`config.mk`:
```
export PLATFORM = sky130hd
export DESIGN_NAME = eso_current_observer
export DESIGN_NICKNAME = d
export VERILOG_FILES = /design/src/rtl/eso_pkg.sv /design/src/rtl/eso_cmul.sv /design/src/rtl/eso_sadd.sv /design/src/rtl/eso_current_observer.sv
export SDC_FILE = /design/constraint.sdc
export NUM_CORES = 2
export LEC_CHECK = 0
export ABC_AREA = 1
export BUFFER_PORTS_ARGS = -buffer_cell sky130_fd_sc_hd__buf_2
export CAP_MARGIN = 10
export CORE_MARGIN = 2
export CORE_UTILIZATION = 40
export DETAILED_ROUTE_END_ITERATION = 6
export HOLD_SLACK_MARGIN = 0.08
export PLACE_DENSITY = 0.53
export SLEW_MARGIN = 20
export SYNTH_ARGS = -nofsm -noshare
export SYNTH_HDL_FRONTEND = slang
export SYNTH_HIERARCHICAL = 1
export SYNTH_SLANG_ARGS = --single-unit
```
`constraint.sdc`:
```
create_clock -name clk -period 11.95 [get_ports clk]
set_input_delay 2.39 -clock clk [delete_from_list [all_inputs] [get_ports clk]]
set_output_delay 2.39 -clock clk [all_outputs]
set_load 0.02 [all_outputs]
```
`src/rtl/eso_pkg.sv`:
```
package eso_pkg;
    // number of observer states: position, rate, disturbance
    localparam int NSTATE = 3;
    // registered stages between the accepting edge and the state write
    localparam int ESO_STAGES = 5;
endpackage

```
`src/rtl/eso_cmul.sv`:
```
// Registered coefficient multiply: p = sat(floor(a*COEF / 2^CF))
module eso_cmul #(
    parameter int DW   = 24,
    parameter int CW   = 24,
    parameter int CF   = 20,
    parameter int COEF = 0
) (
    input  logic                 clk,
    input  logic                 rst_n,
    input  logic signed [DW-1:0] a_i,
    output logic signed [DW-1:0] p_o
);
    localparam int PW = DW + CW;
    localparam logic signed [CW-1:0] COEF_C = CW'(COEF);
    localparam logic signed [DW-1:0] MAXV   = {1'b0, {(DW-1){1'b1}}};
    localparam logic signed [DW-1:0] MINV   = {1'b1, {(DW-1){1'b0}}};

    logic signed [PW-1:0] prod_w;
    logic signed [PW-1:0] shf_w;
    logic signed [DW-1:0] p_d, p_q;

    always_comb begin
        prod_w = PW'(a_i) * PW'(COEF_C);
        shf_w  = prod_w >>> CF;
        if ((&shf_w[PW-1:DW-1]) || !(|shf_w[PW-1:DW-1])) begin
            p_d = shf_w[DW-1:0];
        end else begin
            p_d = shf_w[PW-1] ? MINV : MAXV;
        end
    end

    always_ff @(posedge clk or negedge rst_n) begin
        if (!rst_n) p_q <= '0;
        else        p_q <= p_d;
    end

    assign p_o = p_q;

    // a zero operand yields a zero product one cycle later
    p_zero_in_r4: assert property (@(posedge clk) disable iff (!rst_n)
        (a_i == '0) |=> (p_o == '0));
    // no wrap: positive operand and non-negative coefficient never give a negative product
    p_no_wrap_r4: assert property (@(posedge clk) disable iff (!rst_n)
        (COEF >= 0 && !a_i[DW-1]) |=> !p_o[DW-1]);
endmodule

```
`src/rtl/eso_sadd.sv`:
```
// Registered saturating add (SUB=0) or subtract (SUB=1)
module eso_sadd #(
    parameter int DW  = 24,
    parameter int SUB = 0
) (
    input  logic                 clk,
    input  logic                 rst_n,
    input  logic signed [DW-1:0] a_i,
    input  logic signed [DW-1:0] b_i,
    output logic signed [DW-1:0] s_o
);
    localparam logic signed [DW-1:0] MAXV = {1'b0, {(DW-1){1'b1}}};
    localparam logic signed [DW-1:0] MINV = {1'b1, {(DW-1){1'b0}}};

    logic [DW:0]          sum_w;
    logic signed [DW-1:0] s_d, s_q;

    always_comb begin
        if (SUB != 0) sum_w = {a_i[DW-1], a_i} - {b_i[DW-1], b_i};
        else          sum_w = {a_i[DW-1], a_i} + {b_i[DW-1], b_i};
        if (sum_w[DW] != sum_w[DW-1]) s_d = sum_w[DW] ? MINV : MAXV;
        else                          s_d = sum_w[DW-1:0];
    end

    always_ff @(posedge clk or negedge rst_n) begin
        if (!rst_n) s_q <= '0;
        else        s_q <= s_d;
    end

    assign s_o = s_q;

    // non-negative operands never produce a negative result (no wrap)
    p_no_overflow_r9: assert property (@(posedge clk) disable iff (!rst_n)
        ((SUB == 0 && !a_i[DW-1] && !b_i[DW-1]) ||
         (SUB != 0 && !a_i[DW-1] &&  b_i[DW-1])) |=> !s_o[DW-1]);
    // negative operands never produce a non-negative result
    p_no_underflow_r9: assert property (@(posedge clk) disable iff (!rst_n)
        ((SUB == 0 && a_i[DW-1] && b_i[DW-1]) ||
         (SUB != 0 && a_i[DW-1] && !b_i[DW-1])) |=> s_o[DW-1]);
endmodule

```
`src/rtl/eso_current_observer.sv`:
```
module eso_current_observer
    import eso_pkg::*;
#(
    parameter int DW   = 24,
    parameter int CW   = 24,
    parameter int CF   = 20,
    parameter int L1   = 143757,
    parameter int L2   = 7063,
    parameter int L3   = 116,
    parameter int PH12 = 1048576,
    parameter int PH13 = 524288,
    parameter int PH23 = 1048576,
    parameter int G1   = 278,
    parameter int G2   = 555
) (
    input  logic                 clk,
    input  logic                 rst_n,
    input  logic                 sample_i,
    input  logic signed [DW-1:0] y_i,
    input  logic signed [DW-1:0] u_i,
    output logic                 valid_o,
    output logic signed [DW-1:0] est_pos_o,
    output logic signed [DW-1:0] est_rate_o,
    output logic signed [DW-1:0] est_dist_o
);
    localparam int STG = ESO_STAGES;
    localparam int LGAIN [NSTATE] = '{L1, L2, L3};
    localparam logic signed [DW-1:0] MAXV = {1'b0, {(DW-1){1'b1}}};
    localparam logic signed [DW-1:0] MINV = {1'b1, {(DW-1){1'b0}}};

    typedef struct packed {
        logic [STG-1:0]        flags;
        logic                  valid;
        logic signed [DW-1:0]  u1;
        logic signed [DW-1:0]  g1_3, g2_3, g1_4, g2_4, g2_5;
        logic signed [DW-1:0]  cb1_4, cb2_4, cb3_4;
        logic signed [DW-1:0]  cb1_5, cb2_5, cb3_5;
        logic signed [DW-1:0]  x1, x2, x3;
        logic signed [DW-1:0]  o1, o2, o3;
    } obs_state_t;

    obs_state_t st_d, st_q;
    logic       accept;

    function automatic logic signed [DW-1:0] sat_sum(input logic signed [DW-1:0] a,
                                                     input logic signed [DW-1:0] b);
        logic [DW:0] s;
        s = {a[DW-1], a} + {b[DW-1], b};
        if (s[DW] != s[DW-1]) return s[DW] ? MINV : MAXV;
        return s[DW-1:0];
    endfunction

    // ---------------- stage 1: estimation error ----------------
    logic signed [DW-1:0] err_w;
    eso_sadd #(.DW(DW), .SUB(1)) u_err (
        .clk(clk), .rst_n(rst_n), .a_i(y_i), .b_i(st_q.x1), .s_o(err_w));

    // ---------------- stage 2: correction and input products ----------------
    logic signed [DW-1:0] corr_w [NSTATE];
    logic signed [DW-1:0] pred_w [NSTATE];
    logic signed [DW-1:0] cb_w   [NSTATE];
    logic signed [DW-1:0] g1_w, g2_w;

    always_comb begin
        pred_w[0] = st_q.x1;
        pred_w[1] = st_q.x2;
        pred_w[2] = st_q.x3;
    end

    for (genvar i = 0; i < NSTATE; i++) begin : g_corr
        eso_cmul #(.DW(DW), .CW(CW), .CF(CF), .COEF(LGAIN[i])) u_gain (
            .clk(clk), .rst_n(rst_n), .a_i(err_w), .p_o(corr_w[i]));
        // stage 3: corrected vector
        eso_sadd #(.DW(DW), .SUB(0)) u_fix (
            .clk(clk), .rst_n(rst_n), .a_i(pred_w[i]), .b_i(corr_w[i]), .s_o(cb_w[i]));
    end

    eso_cmul #(.DW(DW), .CW(CW), .CF(CF), .COEF(G1)) u_in1 (
        .clk(clk), .rst_n(rst_n), .a_i(st_q.u1), .p_o(g1_w));
    eso_cmul #(.DW(DW), .CW(CW), .CF(CF), .COEF(G2)) u_in2 (
        .clk(clk), .rst_n(rst_n), .a_i(st_q.u1), .p_o(g2_w));

    // ---------------- stage 4: transition products ----------------
    logic signed [DW-1:0] m12_w, m13_w, m23_w;
    eso_cmul #(.DW(DW), .CW(CW), .CF(CF), .COEF(PH12)) u_ph12 (
        .clk(clk), .rst_n(rst_n), .a_i(cb_w[1]), .p_o(m12_w));
    eso_cmul #(.DW(DW), .CW(CW), .CF(CF), .COEF(PH13)) u_ph13 (
        .clk(clk), .rst_n(rst_n), .a_i(cb_w[2]), .p_o(m13_w));
    eso_cmul #(.DW(DW), .CW(CW), .CF(CF), .COEF(PH23)) u_ph23 (
        .clk(clk), .rst_n(rst_n), .a_i(cb_w[2]), .p_o(m23_w));

    // ---------------- stage 5: partial sums ----------------
    logic signed [DW-1:0] a1_w, b1_w, a2_w;
    eso_sadd #(.DW(DW), .SUB(0)) u_sum1a (
        .clk(clk), .rst_n(rst_n), .a_i(st_q.cb1_4), .b_i(m12_w), .s_o(a1_w));
    eso_sadd #(.DW(DW), .SUB(0)) u_sum1b (
        .clk(clk), .rst_n(rst_n), .a_i(m13_w), .b_i(st_q.g1_4), .s_o(b1_w));
    eso_sadd #(.DW(DW), .SUB(0)) u_sum2a (
        .clk(clk), .rst_n(rst_n), .a_i(st_q.cb2_4), .b_i(m23_w), .s_o(a2_w));

    // ---------------- next-value logic ----------------
    always_comb begin
        st_d       = st_q;
        accept     = sample_i && (st_q.flags == '0);
        st_d.flags = {st_q.flags[STG-2:0], accept};
        st_d.valid = st_q.flags[STG-1];
        if (accept) st_d.u1 = u_i;
        st_d.g1_3  = g1_w;
        st_d.g2_3  = g2_w;
        st_d.g1_4  = st_q.g1_3;
        st_d.g2_4  = st_q.g2_3;
        st_d.g2_5  = st_q.g2_4;
        st_d.cb1_4 = cb_w[0];
        st_d.cb2_4 = cb_w[1];
        st_d.cb3_4 = cb_w[2];
        st_d.cb1_5 = st_q.cb1_4;
        st_d.cb2_5 = st_q.cb2_4;
        st_d.cb3_5 = st_q.cb3_4;
        if (st_q.flags[STG-1]) begin
            st_d.x1 = sat_sum(a1_w, b1_w);
            st_d.x2 = sat_sum(a2_w, st_q.g2_5);
            st_d.x3 = st_q.cb3_5;
            st_d.o1 = st_q.cb1_5;
            st_d.o2 = st_q.cb2_5;
            st_d.o3 = st_q.cb3_5;
        end
    end

    always_ff @(posedge clk or negedge rst_n) begin
        if (!rst_n) st_q <= '0;
        else        st_q <= st_d;
    end

    assign valid_o    = st_q.valid;
    assign est_pos_o  = st_q.o1;
    assign est_rate_o = st_q.o2;
    assign est_dist_o = st_q.o3;

    // an accepted strobe yields a result pulse six cycles later
    p_latency_r5: assert property (@(posedge clk) disable iff (!rst_n)
        accept |-> ##6 valid_o);
    // the result pulse lasts a single cycle
    p_pulse_r5: assert property (@(posedge clk) disable iff (!rst_n)
        valid_o |=> !valid_o);
    // outputs hold outside the result cycle
    p_hold_out_r6: assert property (@(posedge clk) disable iff (!rst_n)
        !valid_o |-> ($stable(est_pos_o) && $stable(est_rate_o) && $stable(est_dist_o)));
    // prediction registers change only at the end of an update
    p_hold_state_r6: assert property (@(posedge clk) disable iff (!rst_n)
        !st_q.flags[STG-1] |=> ($stable(st_q.x1) && $stable(st_q.x2) && $stable(st_q.x3)));
    // at most one update is in flight
    p_one_flight_r7: assert property (@(posedge clk) disable iff (!rst_n)
        $onehot0(st_q.flags));
endmodule

```
==> qor.log <==
[critical_path] crit start category flip-flop
[timing] setup repair after global routing missed its margin false
[critical_path] FF-to-FF End g_corr[0].u_gain/p_o[18]$_DFF_PN0_
[critical_path] cell occurring most often along the worst timing path fa_1
[critical_path] worst stage delay on the critical path 1.00 ns
[clocking] CTS buffer count 85
[drt] Residual DRC 0
[logic_synthesis] unique cell type count in the Yosys netlist 50
[global_route] antenna violations before repair 10
[global_route] pin count of the biggest net entering global routing 123
[timing] min Tclk post-route 5.58 ns
[logic_synthesis] post-synthesis cell type with the largest combined area dfrtp_1
[clocking] clock-pin slew reported for the worst setup and hold paths after clock tree synthesis 0.06 ns
[logic_synthesis] sequential share of the synthesized area 28.2%
[floorplanning] initial cell density of the core 40.2%
[drt] 1st-iter DRT viols 3243
[clocking] clock root cell clkbuf_16
[critical_path] Worst Path Max Fanout 20
[floorplanning] die area 0.166 mm2
[critical_path] Worst Setup Path Type reg -> reg
[timing] setup violation total in the final timing report 0
[logic_synthesis] net count after synthesis 9390
[critical_path] cell chain of the critical path ha_1, fa_1, inv_1, fa_1, fa_1, inv_1, fa_1, inv_1, fa_1, inv_1, ha_1, a21oi_1, o21ai_0, a21oi_1, o21ai_0, nor2_1, nand2_1, nand2_1, nand2_1
[logic_synthesis] most instantiated flip-flop cell in the synthesis netlist dfrtp_1
[critical_path] Bufs and invs on worst path 4
[timing] Sum Neg Setup Slack 0 ns
[worst_hold_path] terminating pin of the worst hold path st_q[159]$_DFF_PN0_
[timing] number of pins with negative max-slew slack in the final report 0
[worst_hold_path] depth of the worst hold-timing path 0
[logic_synthesis] ranking of synthesized cells by area dfrtp_1, ha_1, fa_1, nand2_1, inv_1
[logic_synthesis] number of enable flip-flop cells after synthesis 0
[timing] portion of the clock cycle consumed by the worst path in the final layout 46.7%
[logic_synthesis] cell count after synthesis 8109
[floorplanning] number of ports placed on the die boundary 124
[placement] quantity of I/O buffers inserted on ports 123
[clocking] number of gates resized after CTS 0
[critical_path] endpoint required time on the critical path 12.55 ns
[logic_synthesis] top-area cell type share of the netlist area 28.2%
[cells_and_area] area of the multi-input gates 0.0394 mm2
[logic_synthesis] Synth Area per Inst 8.05 um2
[critical_path] arrival time of data at the critical path endpoint 6.18 ns
[clocking] maximum count of clock buffers along a single path 3
[cells_and_area] filler cell count 16.4k
[drt] via count 50.6k
[clocking] H-tree depth 3
[clocking] clock network latency to the later pin of the worst-skew pair 0.72 ns
[global_route] first-pass GRT wire length 297 mm
[critical_path] worst reg2reg path startpoint u_err/s_o[21]$_DFF_PN0_
[cells_and_area] FF+latch area 0.0184 mm2
[critical_path] critical path endpoint category flip-flop
[timing] timing-limited maximum frequency 179 MHz
[placement] Detailed Place HPWL 158 mm
[worst_hold_path] Hold Startpoint st_d[159]$_DFF_PN0_
[drt] router iterations before antenna repair 6
[critical_path] number of cells on the worst reg-to-reg path 19
[cells_and_area] layout overhead on the synthesized area 8.22%
[drt] routed wire length 189 mm
[logic_synthesis] fraction of synthesis flops using an asynchronous set or reset pin 100%
[timing] total count of hold-check failures in the final report 0
[logic_synthesis] netlist area before placement 0.0653 mm2
[global_route] total track usage 22.9%
[global_route] overall overflow remaining after global route 0
[logic_synthesis] Yosys warning total 6
[floorplanning] core area 0.162 mm2
[drt] Post-DRT Antenna Nets 0
[clocking] sinks on the clock net 735
[critical_path] internal reg-to-reg setup slack 6.37 ns
[drt] routed len/inst 18.1 um
[clocking] CTS tree done
[logic_synthesis] total of flip-flops plus latches after synthesis 735
[drt] detailed-route vias per instance 4.85
[critical_path] highest-delay cell along the critical path dfrtp_1
[global_route] number of global-route vias before repair 51.4k
[timing] worst max-slew margin expressed relative to the limit 33.1%
[worst_hold_path] class of the tightest hold or removal check reg -> reg
[cells_and_area] net count reported at finish 9468
[clocking] post-CTS repair timing setup buffer count 0
[status] status finished, final reports clean
[placement] RD Place Congestion 0.920
[clocking] Post-CTS Hold Buffers 0
[floorplanning] x dimension of the die 408 um
[cells_and_area] fraction of layout cells with a size suffix above 1 7.61%
[run] count of maximum capacitance violations 0
[timing] clk_skew 0.0647 ns
[floorplanning] overall die height 408 um
[timing] Worst-Margin Slew 1.00 ns
[critical_path] gate family responsible for the most delay along the worst path adder cells
[floorplanning] std cell rows 148
logic make-up (layout without fill, tap and decap cells):
group,after synthesis,count (layout),share of synthesized area (%)
adder cells (fa/ha/maj),1231,1231,28.6
buffers and inverters,1809,1955,11.4
AO/OA/AOI/OAI,767,767,6.53
multiplexers,73,73,1.26
other,0,3,0
XOR/XNOR,214,214,2.87
AND/OR/NAND/NOR,3280,3280,21.2
flip-flops,735,735,28.2
registers in the layout, indices dropped and copies added, names as in the netlist, 53 cells and up:
name	cells
g_corr.u_fix/s_o	72
g_corr.u_gain/p_o	53
pred_w	72
st_d	149
st_q	144
cell usage in the layout, fill, tap and decap left out, types with 10 or more instances in the layout:
| cell type | synthesis | routed |
|---|---|---|
| a21o_1 | 13 | 13 |
| a21oi_1 | 416 | 416 |
| a21oi_2 | 33 | 33 |
| a31oi_1 | 16 | 16 |
| and3_1 | 12 | 12 |
| buf_2 | 10 | 122 |
| buf_4 | 112 | 30 |
| clkbuf_16 | 0 | 86 |
| clkbuf_8 | 0 | 12 |
| dfrtp_1 | 735 | 733 |
| fa_1 | 436 | 436 |
| ha_1 | 794 | 794 |
| inv_1 | 1614 | 1614 |
| inv_2 | 24 | 24 |
| inv_6 | 0 | 12 |
| mux2_2 | 72 | 72 |
| nand2_1 | 2143 | 2143 |
| nand2_2 | 83 | 83 |
| nand3_1 | 267 | 267 |
| nand3_2 | 10 | 10 |
| nand4_1 | 126 | 126 |
| nor2_1 | 473 | 473 |
| nor2_2 | 57 | 57 |
| nor2_4 | 12 | 12 |
| nor3_1 | 49 | 49 |
| o21ai_0 | 176 | 176 |
| o21ai_1 | 19 | 19 |
| o21ai_2 | 11 | 11 |
| o21bai_1 | 76 | 76 |
| or2_1 | 13 | 13 |
| xnor2_1 | 81 | 81 |
| xor2_1 | 133 | 133 |
metal layers:
metal | track usage, % | wire (um) | vias to the layer above
met5 | 0 | 0 | -
met3 | 2.33 | 7130 | 180
met1 | 33.2 | 91900 | 24305
met4 | 5.02 | 4210 | 0
met2 | 36.8 | 85500 | 912
li1 | - | - | 25229
worst max path at each step:
stage,from,to,slack (ns),cells after the start
floorplan,u_err/s_o[23]$_DFF_PN0_,g_corr[1].u_gain/p_o[13]$_DFF_PN0_,6.40,21
global placement,u_err/s_o[21]$_DFF_PN0_,g_corr[0].u_gain/p_o[18]$_DFF_PN0_,6.43,19
detailed placement,u_err/s_o[21]$_DFF_PN0_,g_corr[0].u_gain/p_o[18]$_DFF_PN0_,6.37,19
CTS,u_err/s_o[23]$_DFF_PN0_,g_corr[0].u_gain/p_o[18]$_DFF_PN0_,6.36,19
global route,u_err/s_o[10]$_DFF_PN0_,g_corr[1].u_gain/p_o[16]$_DFF_PN0_,6.05,19
finish,u_err/s_o[21]$_DFF_PN0_,g_corr[0].u_gain/p_o[18]$_DFF_PN0_,6.37,19
layout make-up:
cell class,instances,area share [%]
tap,2175,3.85
multi-input combinational,5565,55.8
sequential,735,26.0
inverter,1645,8.74
clock inverter,50,0.958
clock buffer,105,3.32
antenna,3,0.0106
timing repair buffer,155,1.26
through the flow:
| stage | cell area [um2] | worst slack [ns] | hold WS (ns) | std cells | util [%] |
|---|---|---|---|---|---|
| after floorplan | 65300 | 6.40 | 0.331 | 8109 | - |
| after global placement | 67600 | 6.43 | 0.332 | 10274 | 41.6 |
| after detailed placement | 67600 | 6.37 | 0.335 | 10274 | 41.6 |
| after CTS | 70600 | 6.36 | 0.329 | 10429 | 43.5 |
| after global routing | 70700 | 6.05 | 0.345 | 10432 | 43.5 |
| final | 70700 | 6.37 | 0.333 | 10433 | 43.5 |
cell usage after synthesis, types with 10 or more instances:
cell type  number
dfrtp_1       735
nor2_2         57
inv_2          24
a21o_1         13
xnor2_1        81
nand4_1       126
nor2_1        473
nor2_4         12
and3_1         12
ha_1          794
or2_1          13
nand2_1      2143
buf_2          10
mux2_2         72
o21bai_1       76
inv_1        1614
nand3_1       267
buf_4         112
xor2_1        133
buf_6          29
nand2_2        83
a21oi_2        33
nand3_2        10
clkbuf_1       12
nor3_1         49
a31oi_1        16
o21ai_0       176
o21ai_2        11
fa_1          436
o21ai_1        19
a21oi_1       416
Power is not shown: default switching activity piles up to over one toggle a cycle in this logic, so the estimate is an artifact.
